<file path="src/rtl/dac_wl_pkg.sv">
package dac_wl_pkg;

   // Offset of the lower-byte staging write for channel ch
   function automatic int unsigned lo_offset(input int unsigned base, input int unsigned ch);
      return base + 2 * ch;
   endfunction

   // Offset of the upper-part commit write for channel ch
   function automatic int unsigned hi_offset(input int unsigned base, input int unsigned ch);
      return base + 2 * ch + 1;
   endfunction

endpackage

</file>
<file path="src/rtl/dac_wl_decode.sv">
module dac_wl_decode
   import dac_wl_pkg::*;
#(
   parameter int unsigned ADDR_W   = 4,
   parameter int unsigned BASE_OFS = 4,
   parameter int unsigned NUM_CH   = 2
) (
   input  logic              wr_en,
   input  logic [ADDR_W-1:0] wr_addr,
   output logic [NUM_CH-1:0] lo_sel,
   output logic [NUM_CH-1:0] hi_sel
);

   generate
      for (genvar k = 0; k < NUM_CH; k++) begin : g_dec
         localparam int unsigned LO_A = lo_offset(BASE_OFS, k);
         localparam int unsigned HI_A = hi_offset(BASE_OFS, k);
         assign lo_sel[k] = wr_en && (wr_addr == ADDR_W'(LO_A));
         assign hi_sel[k] = wr_en && (wr_addr == ADDR_W'(HI_A));
      end
   endgenerate

endmodule

</file>
<file path="src/rtl/dac_wl_channel.sv">
module dac_wl_channel #(
   parameter int unsigned BYTE_W = 8,
   parameter int unsigned CODE_W = 12
) (
   input  logic              clk,
   input  logic              rst_n,
   input  logic              lo_wr,
   input  logic              hi_wr,
   input  logic [BYTE_W-1:0] wr_data,
   output logic [CODE_W-1:0] code_o,
   output logic              upd_o
);

   localparam int unsigned HI_W = CODE_W - BYTE_W;

   logic [BYTE_W-1:0] stage_q;

   always_ff @(posedge clk or negedge rst_n) begin
      if (!rst_n) begin
         stage_q <= '0;
         code_o  <= '0;
         upd_o   <= 1'b0;
      end else begin
         upd_o <= hi_wr;
         if (lo_wr) stage_q <= wr_data;
         if (hi_wr) code_o <= {wr_data[HI_W-1:0], stage_q};
      end
   end


   stage_only_chk: assert property (@(posedge clk) disable iff (!rst_n)
      lo_wr |=> ($stable(code_o) && !upd_o));


   commit_chk: assert property (@(posedge clk) disable iff (!rst_n)
      hi_wr |=> (code_o[CODE_W-1:BYTE_W] == $past(wr_data[HI_W-1:0])));


   pulse_chk: assert property (@(posedge clk) disable iff (!rst_n)
      !hi_wr |=> (!upd_o && $stable(code_o)));

endmodule

</file>
<file path="src/rtl/dual_dac_wlatch.sv">
module dual_dac_wlatch
   import dac_wl_pkg::*;
#(
   parameter int unsigned NUM_CH   = 2,
   parameter int unsigned CODE_W   = 12,
   parameter int unsigned BYTE_W   = 8,
   parameter int unsigned ADDR_W   = 4,
   parameter int unsigned BASE_OFS = 4
) (
   input  logic                     clk,
   input  logic                     rst_n,
   input  logic                     wr_en,
   input  logic [ADDR_W-1:0]        wr_addr,
   input  logic [BYTE_W-1:0]        wr_data,
   output logic [NUM_CH*CODE_W-1:0] dac_code,
   output logic [NUM_CH-1:0]        dac_update
);

   localparam int unsigned LAST_OFS = BASE_OFS + 2 * NUM_CH - 1;

   initial begin
      assert (CODE_W > BYTE_W) else $error("code must be wider than one byte");
      assert (CODE_W <= 2 * BYTE_W) else $error("code must fit in two writes");
      assert (LAST_OFS < (1 << ADDR_W)) else $error("offsets exceed address space");
      assert (NUM_CH >= 1) else $error("need at least one channel");
   end

   logic [NUM_CH-1:0] lo_sel, hi_sel;

   dac_wl_decode #(.ADDR_W(ADDR_W), .BASE_OFS(BASE_OFS), .NUM_CH(NUM_CH)) u_dec (
      .wr_en  (wr_en),
      .wr_addr(wr_addr),
      .lo_sel (lo_sel),
      .hi_sel (hi_sel)
   );

   generate
      for (genvar k = 0; k < NUM_CH; k++) begin : g_ch
         dac_wl_channel #(.BYTE_W(BYTE_W), .CODE_W(CODE_W)) u_ch (
            .clk    (clk),
            .rst_n  (rst_n),
            .lo_wr  (lo_sel[k]),
            .hi_wr  (hi_sel[k]),
            .wr_data(wr_data),
            .code_o (dac_code[k*CODE_W +: CODE_W]),
            .upd_o  (dac_update[k])
         );
      end
   endgenerate


   single_update_chk: assert property (@(posedge clk) disable iff (!rst_n)
      $onehot0(dac_update));


   foreign_ofs_chk: assert property (@(posedge clk) disable iff (!rst_n)
      (wr_en && ((int'(wr_addr) < BASE_OFS) || (int'(wr_addr) > LAST_OFS)))
         |=> ($stable(dac_code) && (dac_update == '0)));


   idle_chk: assert property (@(posedge clk) disable iff (!rst_n)
      !wr_en |=> ($stable(dac_code) && (dac_update == '0)));

endmodule

</file>
<file path="config.mk">
export PLATFORM = sky130hd
export DESIGN_NAME = dual_dac_wlatch
export DESIGN_NICKNAME = d
export VERILOG_FILES = /design/src/rtl/dac_wl_pkg.sv /design/src/rtl/dac_wl_decode.sv /design/src/rtl/dac_wl_channel.sv /design/src/rtl/dual_dac_wlatch.sv
export SDC_FILE = /design/constraint.sdc
export NUM_CORES = 1
export LEC_CHECK = 0
export ABC_AREA = 1
export BUFFER_PORTS_ARGS = -buffer_cell sky130_fd_sc_hd__buf_4
export CORE_MARGIN = 2
export CORE_UTILIZATION = 25
export DETAILED_ROUTE_END_ITERATION = 10
export PLACE_DENSITY = 0.44
export SKIP_LAST_GASP = 1
export SYNTH_ARGS = -nofsm -noshare
export SYNTH_HDL_FRONTEND = slang
export SYNTH_SLANG_ARGS = --single-unit
</file>
<file path="constraint.sdc">
create_clock -name clk -period 1.05 [get_ports clk]
set_input_delay 0.105 -clock clk [delete_from_list [all_inputs] [get_ports clk]]
set_output_delay 0.105 -clock clk [all_outputs]
set_load 0.02 [all_outputs]
</file>
Word level (Yosys, flattened, before mapping)
Cells that the tools add are included.

word-level totals
  bits in registers = 42
  input port bits = 15
  logic and storage cells = 14

cells by class
  equal/unequal tests = 4
  reduce and logical (&&, ||, !) cells = 4

operator list
  operator                                        number
  == test 4 x 3 -> 1 bit (second input constant)  4
  logical AND 1 bit                               4

Depth between registers and ports, before layout
Gate-level depths: netlist of the first run.

  word-level depth = 2
  mapped depth = 7
  mapped depth without buffers = 5

Cells and area by module
A second synthesis of the first run with hierarchy kept.

unflattened totals
  cells, all modules = 183
  area total of the unflattened synthesis = 1607.8 µm²

modules (own cells, without submodules)
  module          instances  cells each  area each (µm²)  seq. area each (µm²)
  dac_wl_channel  2          86          782.0            525.5
  dac_wl_decode   1          11          43.8             0.0

Worst setup path before layout of the first run
Ideal clock, no wire load.

  path kind = input-to-reg
  start point = in wr_addr[2]
  end point = reg g_ch[1].u_ch.code_o[10]
  setup time = 0.117 ns
  arrival time = 0.725 ns
  required time = 0.933 ns
  path slack = 0.208 ns
  stages on the path = 7
  path buffers = 2
  path through = inv_1 -> nor2_1 -> buf_4 -> nand3_2 -> buf_2 -> nand2_1 -> nand2_1

on the way
  longest elaborated chain between the ends = 2

ends and longest elaborated chain
  item                    RTL line               source
  from (decl)             dual_dac_wlatch.sv:13  input logic [ADDR_W-1:0] wr_addr,
  == test 4 x 3 -> 1 bit  dac_wl_decode.sv:19    assign hi_sel[k] = wr_en && (wr_addr == ADDR_W'(HI_A));
  logical AND 1 bit       dac_wl_decode.sv:19
  to (signal assigned)    dac_wl_channel.sv:26   if (hi_wr) code_o <= {wr_data[HI_W-1:0], stage_q};
  to (decl)               dac_wl_channel.sv:10   output logic [CODE_W-1:0] code_o,

Every way passes these cells.
A chain may end at the register's enable or synchronous reset.

Worst setup path after layout of the first run
  start point = reg g_ch[0].u_ch.code_o[11]
  end point = out dac_code[11]

RTL lines
  item                    RTL line               source
  from (decl)             dac_wl_channel.sv:10
  from (signal assigned)  dac_wl_channel.sv:26
  to (decl)               dual_dac_wlatch.sv:15  output logic [NUM_CH*CODE_W-1:0] dac_code,

No word-level cell between the ends.

==> results.ini, run 1 <==
[sta]
setup_viol=0
fin_hold_ws_ps=34.7
rsz0062_at_grt=false
hold_viol_final=0
period_share_pct=90.9
tightest_slew_ps=546
relSlewSlack_pct=63.6
report.final.slew_viol_count=0
layout_setup_ws_ps=95.8
skew_ps=9.12
layout_min_cycle_time_ps=954
fmax_mhz=1050

[worst_setup_path]
path_buf_inv=1
worst_ep_arrival_time_ps=850
critical-path-slowest-cell=dfrtp_1
cpPeakStageDelay_ps=390
cp_top_family=flip-flops
worst_setup_path_start_kind=flop
setup.worst_path.class=reg -> out
cp.required_ps=940
crit_fanout=2
critical_path.endpoint_type=output pin
crit_path_cell_trace=buf_4

[placed_design]
post-place-ws_ps=-83.9
portBuffers=40
hpwl_mm=2.82
postPlaceCellArea_mm2=0.00219
gp_congestion=0.783

[finish]
drive_gt1_share_pct=24.1
fillers=723
nets=259
multiInputGateArea_um2=596
design_area_mm2=0.00231
antenna_cells=0
area_growth_pct=31.4
regArea_mm2=0.00105

[pwr]
leakagePower_nw=1.24
ir_drop_mv=0.612
p_per_area_mw_per_mm2=1940
fin_total_pwr_mw=4.48

[logic_synthesis]
yosys_warnings=0
yosysUniqueCellTypes=13
yosysSeqAreaShare_pct=59.8
synth_area_mm2=0.00176
synth_top_cell_by_area=dfrtp_1
synthTopCellsByArea=dfrtp_1 (60%), nand2_1 (20%), nand3_1 (4.0%)
syn_nets=212
synth_seq_cells=42
synth_top_area_share_pct=59.8
avgSynthCellArea_um2=8.92
synth_cells=197

[routing]
via_count=1380
via_per_inst=4.05
dr.pass1.iters=4
ant_nets=0
wl_per_cell_um=11.6
drc=0
drtIter0Drc=49
drt-total-wl_mm=3.97

[floorplanning]
fp.dieH_um=87.8
start_util_pct=25.9
boundaryPins=41
rows=30
design.core.area_mm2=0.00679
die_area_mm2=0.00771
fp.dieW_um=87.8

[job]
drv_cap=0

[global_routing]
grt_max_degree=43
antenna_found_initial=0
grt_first_pass_wirelength_mm=6.59
grt_pass1_vias=1365
grt_overflow=0
track_usage_pct=11.0

[clocking]
cts_tree=yes
clock_latency_ps=290
clk_pin_slew_worst_paths_ps=80
cts.sinks=42
cts_buffers=5
clock-root-buffer=clkbuf_8
ctsLongestPathBuffers=2
post_cts_resized=0
htreeDepth=2

[min_path]
hold_class=in -> reg

[run_status]
outcome=complete, no violations

worst paths after layout:
path | cells after the start | slack [ps] | end | from
setup / recovery | 1 | 100 | dac_code[11] | g_ch[0].u_ch.code_o[11]$_DFFE_PN0P_
hold / removal | 3 | 30 | g_ch[1].u_ch.stage_q[4]$_DFFE_PN0P_ | wr_data[4]
setup reg to reg | 3 | 350 | g_ch[1].u_ch.stage_q[4]$_DFFE_PN0P_ | g_ch[1].u_ch.stage_q[4]$_DFFE_PN0P_
hold reg to reg | 2 | 470 | g_ch[1].u_ch.code_o[5]$_DFFE_PN0P_ | g_ch[1].u_ch.stage_q[5]$_DFFE_PN0P_
max in group asynchronous | 2 | 340 | g_ch[1].u_ch.code_o[3]$_DFFE_PN0P_ | rst_n
min in group asynchronous | 2 | 330 | g_ch[0].u_ch.upd_o$_DFF_PN0_ | rst_n
cells in the final DEF, fill, tap and decap left out:
| cell type | instances |
|---|---|
| nand2_1 | 95 |
| buf_4 | 47 |
| dfrtp_1 | 42 |
| inv_1 | 14 |
| nand3_1 | 14 |
| o21bai_1 | 8 |
| nand4_1 | 8 |
| clkbuf_8 | 5 |
| nor2_1 | 2 |
| nor2_2 | 2 |
| clkbuf_1 | 2 |
| nand3_4 | 1 |
| nor2_4 | 1 |
| nand3_2 | 1 |
| bufinv_16 | 1 |
| dlygate4sd3_1 | 1 |
| buf_12 | 1 |
power by group:
part,switching (mW),internal [mW]
clock,0.547,0.712
combinational,0.614,0.472
sequential,0.178,1.95
through the flow:
step / setup TNS [ps] / instances / util [%]
after floorplan: 0 / 197 / -
after global placement: -490 / 332 / 32.3
after detailed placement: -1330 / 332 / 32.3
after CTS: 0 / 341 / 34.0
after global routing: 0 / 341 / 34.0
final: 0 / 341 / 34.0
flip-flops by register name (all words and copies together), names as in the netlist:
| name | flops |
|---|---|
| g_ch.u_ch.stage_q | 16 |
| g_ch.u_ch.code_o | 24 |
| g_ch.u_ch.upd_o | 2 |
routing by layer:
metal	global-route usage (%)	vias to the layer above	share of wire (%)
li1	-	712	-
met1	16.5	625	52
met2	14.8	36	42
met3	2.92	7	4.9
met4	4.76	0	1.5
met5	0	-	0
what timing repair did:
action                     4_1_cts  5_1_grt
setup endpoints to repair        0        0
hold buffers                     1        0
hold endpoints to repair        42        0
setup buffers                    0        0
Yosys cell counts:
cell and instances:
buf_2 4, buf_4 5, dfrtp_1 42, inv_1 14
nand2_1 95, nand3_1 14, nand3_2 1, nand3_4 1
nand4_1 8, nor2_1 2, nor2_2 2, nor2_4 1
o21bai_1 8
cells by family (layout without fill, tap and decap cells):
kind of cell / Yosys count / after routing / synth area share [%]
simple gates: 124 / 124 / 30.5
buf+inv: 23 / 71 / 6.27
compound gates: 8 / 8 / 3.42
flops: 42 / 42 / 59.8
final cells by class:
type | count | area share, %
Sequential cell | 42 | 45.5
Tap cell | 96 | 5.20
Multi-Input combinational cell | 132 | 25.8
Clock inverter | 1 | 1.30
Clock buffer | 7 | 3.31
Timing Repair Buffer | 49 | 16.6
Inverter | 14 | 2.28
No activity file was read; power rests on OpenSTA's default activity.
==> inputs of run 2 (changes only) <==
PLACE_DENSITY = 0.45   (was 0.44)
SYNTH_HIERARCHICAL = 1   (was not set)
==> run 2 against run 1 <==
Compared with the run above: final area is 8.9% lower; clock power hardly changed; sequential share of layout area is 4.4 points higher; clock skew is 2.3 ps lower.
==> results.ini, run 2 <==
[run_status]
outcome=complete, no violations

[sta]
layout_setup_ws_ps=104  ; +8.35 ps
setup-tns-final_ps=0  ; unchanged
report.final.slew_viol_count=0  ; unchanged
skew_ps=6.86  ; -2.27 ps
fmax_mhz=1060  ; +0.88%
fin_hold_ws_ps=24.8  ; -9.94 ps
layout_min_cycle_time_ps=946  ; -8.35 ps
rsz0062_at_grt=false
hold_viol_final=0  ; unchanged
relSlewSlack_pct=64.0  ; +0.42 points
period_share_pct=90.1  ; -0.80 points
tightest_slew_ps=540  ; -6.26 ps
setup_viol=0  ; unchanged

[logic_synthesis]
yosys.area_share.adder_pct=0  ; unchanged
synth-main-ff-cell=dfrtp_1
synthMuxAreaShare_pct=0  ; unchanged
yosys_warnings=6  ; +6
synth_area_mm2=0.00161  ; -8.5%
synthSimpleGateAreaFrac_pct=30.0  ; -0.45 points
synth-async-reset-ratio_pct=100  ; unchanged
yosysSeqAreaShare_pct=65.4  ; +5.5 points
yosysMostFrequentCell=nand2_1
synth_seq_cells=42  ; unchanged
yosysUniqueCellTypes=9  ; -4
synth_common_cells=nand2_1 (122), dfrtp_1 (42), inv_2 (4), nor2_1 (4), inv_1 (3)
avgSynthCellArea_um2=8.79  ; -1.5%
synth_top_cell_by_area=dfrtp_1
synth_cells=183  ; -7.1%
synth_compound_gate_area_share_pct=0  ; -3.4 points
synthXorXnorAreaFrac_pct=0  ; unchanged
synthTopCellsByArea=dfrtp_1 (65%), nand2_1 (28%), buf_6 (1.4%)
synth_top_family_by_area=simple AND/OR/NAND/NOR gates
syn_nets=198  ; -6.6%
synth-edff-count=0  ; unchanged
synth_top_area_share_pct=65.4  ; +5.5 points

[routing]
via_per_inst=4.07  ; +0.69%
drtIter0Drc=48  ; -2.0%
drt-total-wl_mm=3.54  ; -11%
wl_per_cell_um=11.5  ; -0.90%
drc=0  ; unchanged
dr.pass1.iters=4  ; unchanged
via_count=1251  ; -9.3%
ant_nets=0  ; unchanged

[pwr]
leakagePower_nw=1.19  ; -4.3%
ir_drop_mv=0.618  ; +1.0%
fin_total_pwr_mw=4.29  ; -4.2%
p_per_area_mw_per_mm2=2040  ; +5.2%

[finish]
final_cell_mix=nand2_1 (122), buf_4 (44), dfrtp_1 (42), clkbuf_8 (5)
largest_register_ffs=24  ; unchanged
regArea_mm2=0.00105  ; unchanged
drive_gt1_share_pct=23.5  ; -0.60 points
layout.cells.non_filler=307  ; -10%
design_area_mm2=0.00210  ; -8.9%
fin_util_pct=33.5  ; -0.47 points
area_growth_pct=30.8
fillers=690  ; -4.6%
antenna_cells=0  ; unchanged
regMostFlops=g_ch.u_ch/code_o
final_common_cell=nand2_1
nets=244  ; -5.8%
multiInputGateArea_um2=483  ; -19%
reg_top3=g_ch.u_ch/code_o: 24 flops, g_ch.u_ch/stage_q: 16 flops, g_ch.u_ch/upd_o: 2 flops

[clocking]
cts.sinks=42  ; unchanged
cts_buffers=5  ; unchanged
clock_latency_ps=290  ; about the same
post_cts_buffers=0  ; unchanged
cts_tree=yes
clock-root-buffer=clkbuf_8
clk_pin_slew_worst_paths_ps=80  ; about the same
ctsLongestPathBuffers=2  ; unchanged
htreeDepth=2  ; unchanged

[floorplanning]
start_util_pct=25.6  ; -0.24 points
boundaryPins=41  ; unchanged
rows=29  ; -3.3%
die_area_mm2=0.00709  ; -8.1%
fp.dieW_um=84.2  ; -4.1%
design.core.area_mm2=0.00628  ; -7.6%
fp.dieH_um=84.2  ; -4.1%

[worst_setup_path]
worst_ep_arrival_time_ps=840  ; about the same
cp.required_ps=940  ; about the same
critical_path.endpoint_type=output pin
cpPeakStageDelay_ps=390  ; about the same
worst_setup_path_start_kind=flop
crit_path_cell_trace=buf_4
critical-path-slowest-cell=dfrtp_1
r2r_end=g_ch[1].u_ch/code_o[5]$_DFFE_PN0P_
cp_top_family=flip-flops
setup.worst_path.class=reg -> out
timing.rr.start=g_ch[1].u_ch/stage_q[5]$_DFFE_PN0P_
crit_fanout=2  ; unchanged
r2r_cells=2  ; -1
path_buf_inv=1  ; unchanged
r2r_slack_ps=430  ; +80 ps

[global_routing]
antenna_found_initial=0  ; unchanged
track_usage_pct=11.1  ; +0.030 points
met3_usage_pct=2.85  ; -0.070 points
grt_first_pass_wirelength_mm=6.09  ; -7.6%
met1_usage_pct=15.3  ; -1.2 points
grt.busiest_layer=met2
grt_use_met2_pct=15.9  ; +1.1 points
grt_overflow=0  ; unchanged
grt_pass1_vias=1303  ; -4.5%
grt_max_degree=43  ; unchanged

[placed_design]
portBuffers=40  ; unchanged
dp_cells=298  ; -10%
post-place-ws_ps=102  ; +186 ps
postPlaceCellArea_mm2=0.00199  ; -9.4%
hpwl_mm=2.41  ; -14%
gp_congestion=0.701  ; -10%

[min_path]
hold_class=in -> reg
hp-start=wr_data[4]
hold_depth=3  ; unchanged
hold_end=g_ch[0].u_ch/stage_q[4]$_DFFE_PN0P_

[job]
drv_cap=0  ; unchanged

-- run 2: layer usage --
metal | vias up | part of all wire [%] | wire [µm]
met5 | - | 0 | 0
met4 | 0 | 2.1 | 73
met3 | 6 | 5.6 | 197
met2 | 34 | 42 | 1500
met1 | 576 | 50 | 1770
li1 | 635 | - | -
-- run 2: cell families (layout without fill, tap and decap cells) --
family,count (synthesis),in the layout
buf+inv,13,60
simple gates,128,128
flops,42,42
-- run 2: worst max path at each step --
stage / from / end / slack (ps) / cells after the start
CTS: g_ch[1].u_ch/code_o[4]$_DFFE_PN0P_ / dac_code[16] / 90 / 1
global placement: wr_addr[3] / g_ch[0].u_ch/code_o[9]$_DFFE_PN0P_ / 120 / 7
floorplan: wr_addr[3] / g_ch[0].u_ch/code_o[0]$_DFFE_PN0P_ / 180 / 7
finish: g_ch[0].u_ch/code_o[11]$_DFFE_PN0P_ / dac_code[11] / 100 / 1
detailed placement: wr_addr[3] / g_ch[0].u_ch/code_o[1]$_DFFE_PN0P_ / 100 / 7
global route: g_ch[0].u_ch/code_o[11]$_DFFE_PN0P_ / dac_code[11] / 60 / 1
-- run 2: power breakdown --
group	internal, mW	switching [mW]	total [mW]
combinational	0.405	0.535	0.940
sequential	1.94	0.171	2.11
clock	0.712	0.528	1.24
total	3.05	1.23	4.29
-- run 2: cell type report --
cell class	instances	area share [%]
inverters	7	1.25
well taps	77	4.58
clock inverters	1	1.43
flip-flops and latches	42	50.0
multi-input cells	128	23.0
repair buffers	45	16.2
clock buffers	7	3.63
-- run 2: what timing repair did --
action	in CTS	in global routing
resized for setup	0	0
hold endpoints to repair	42	0
hold buffers	1	0
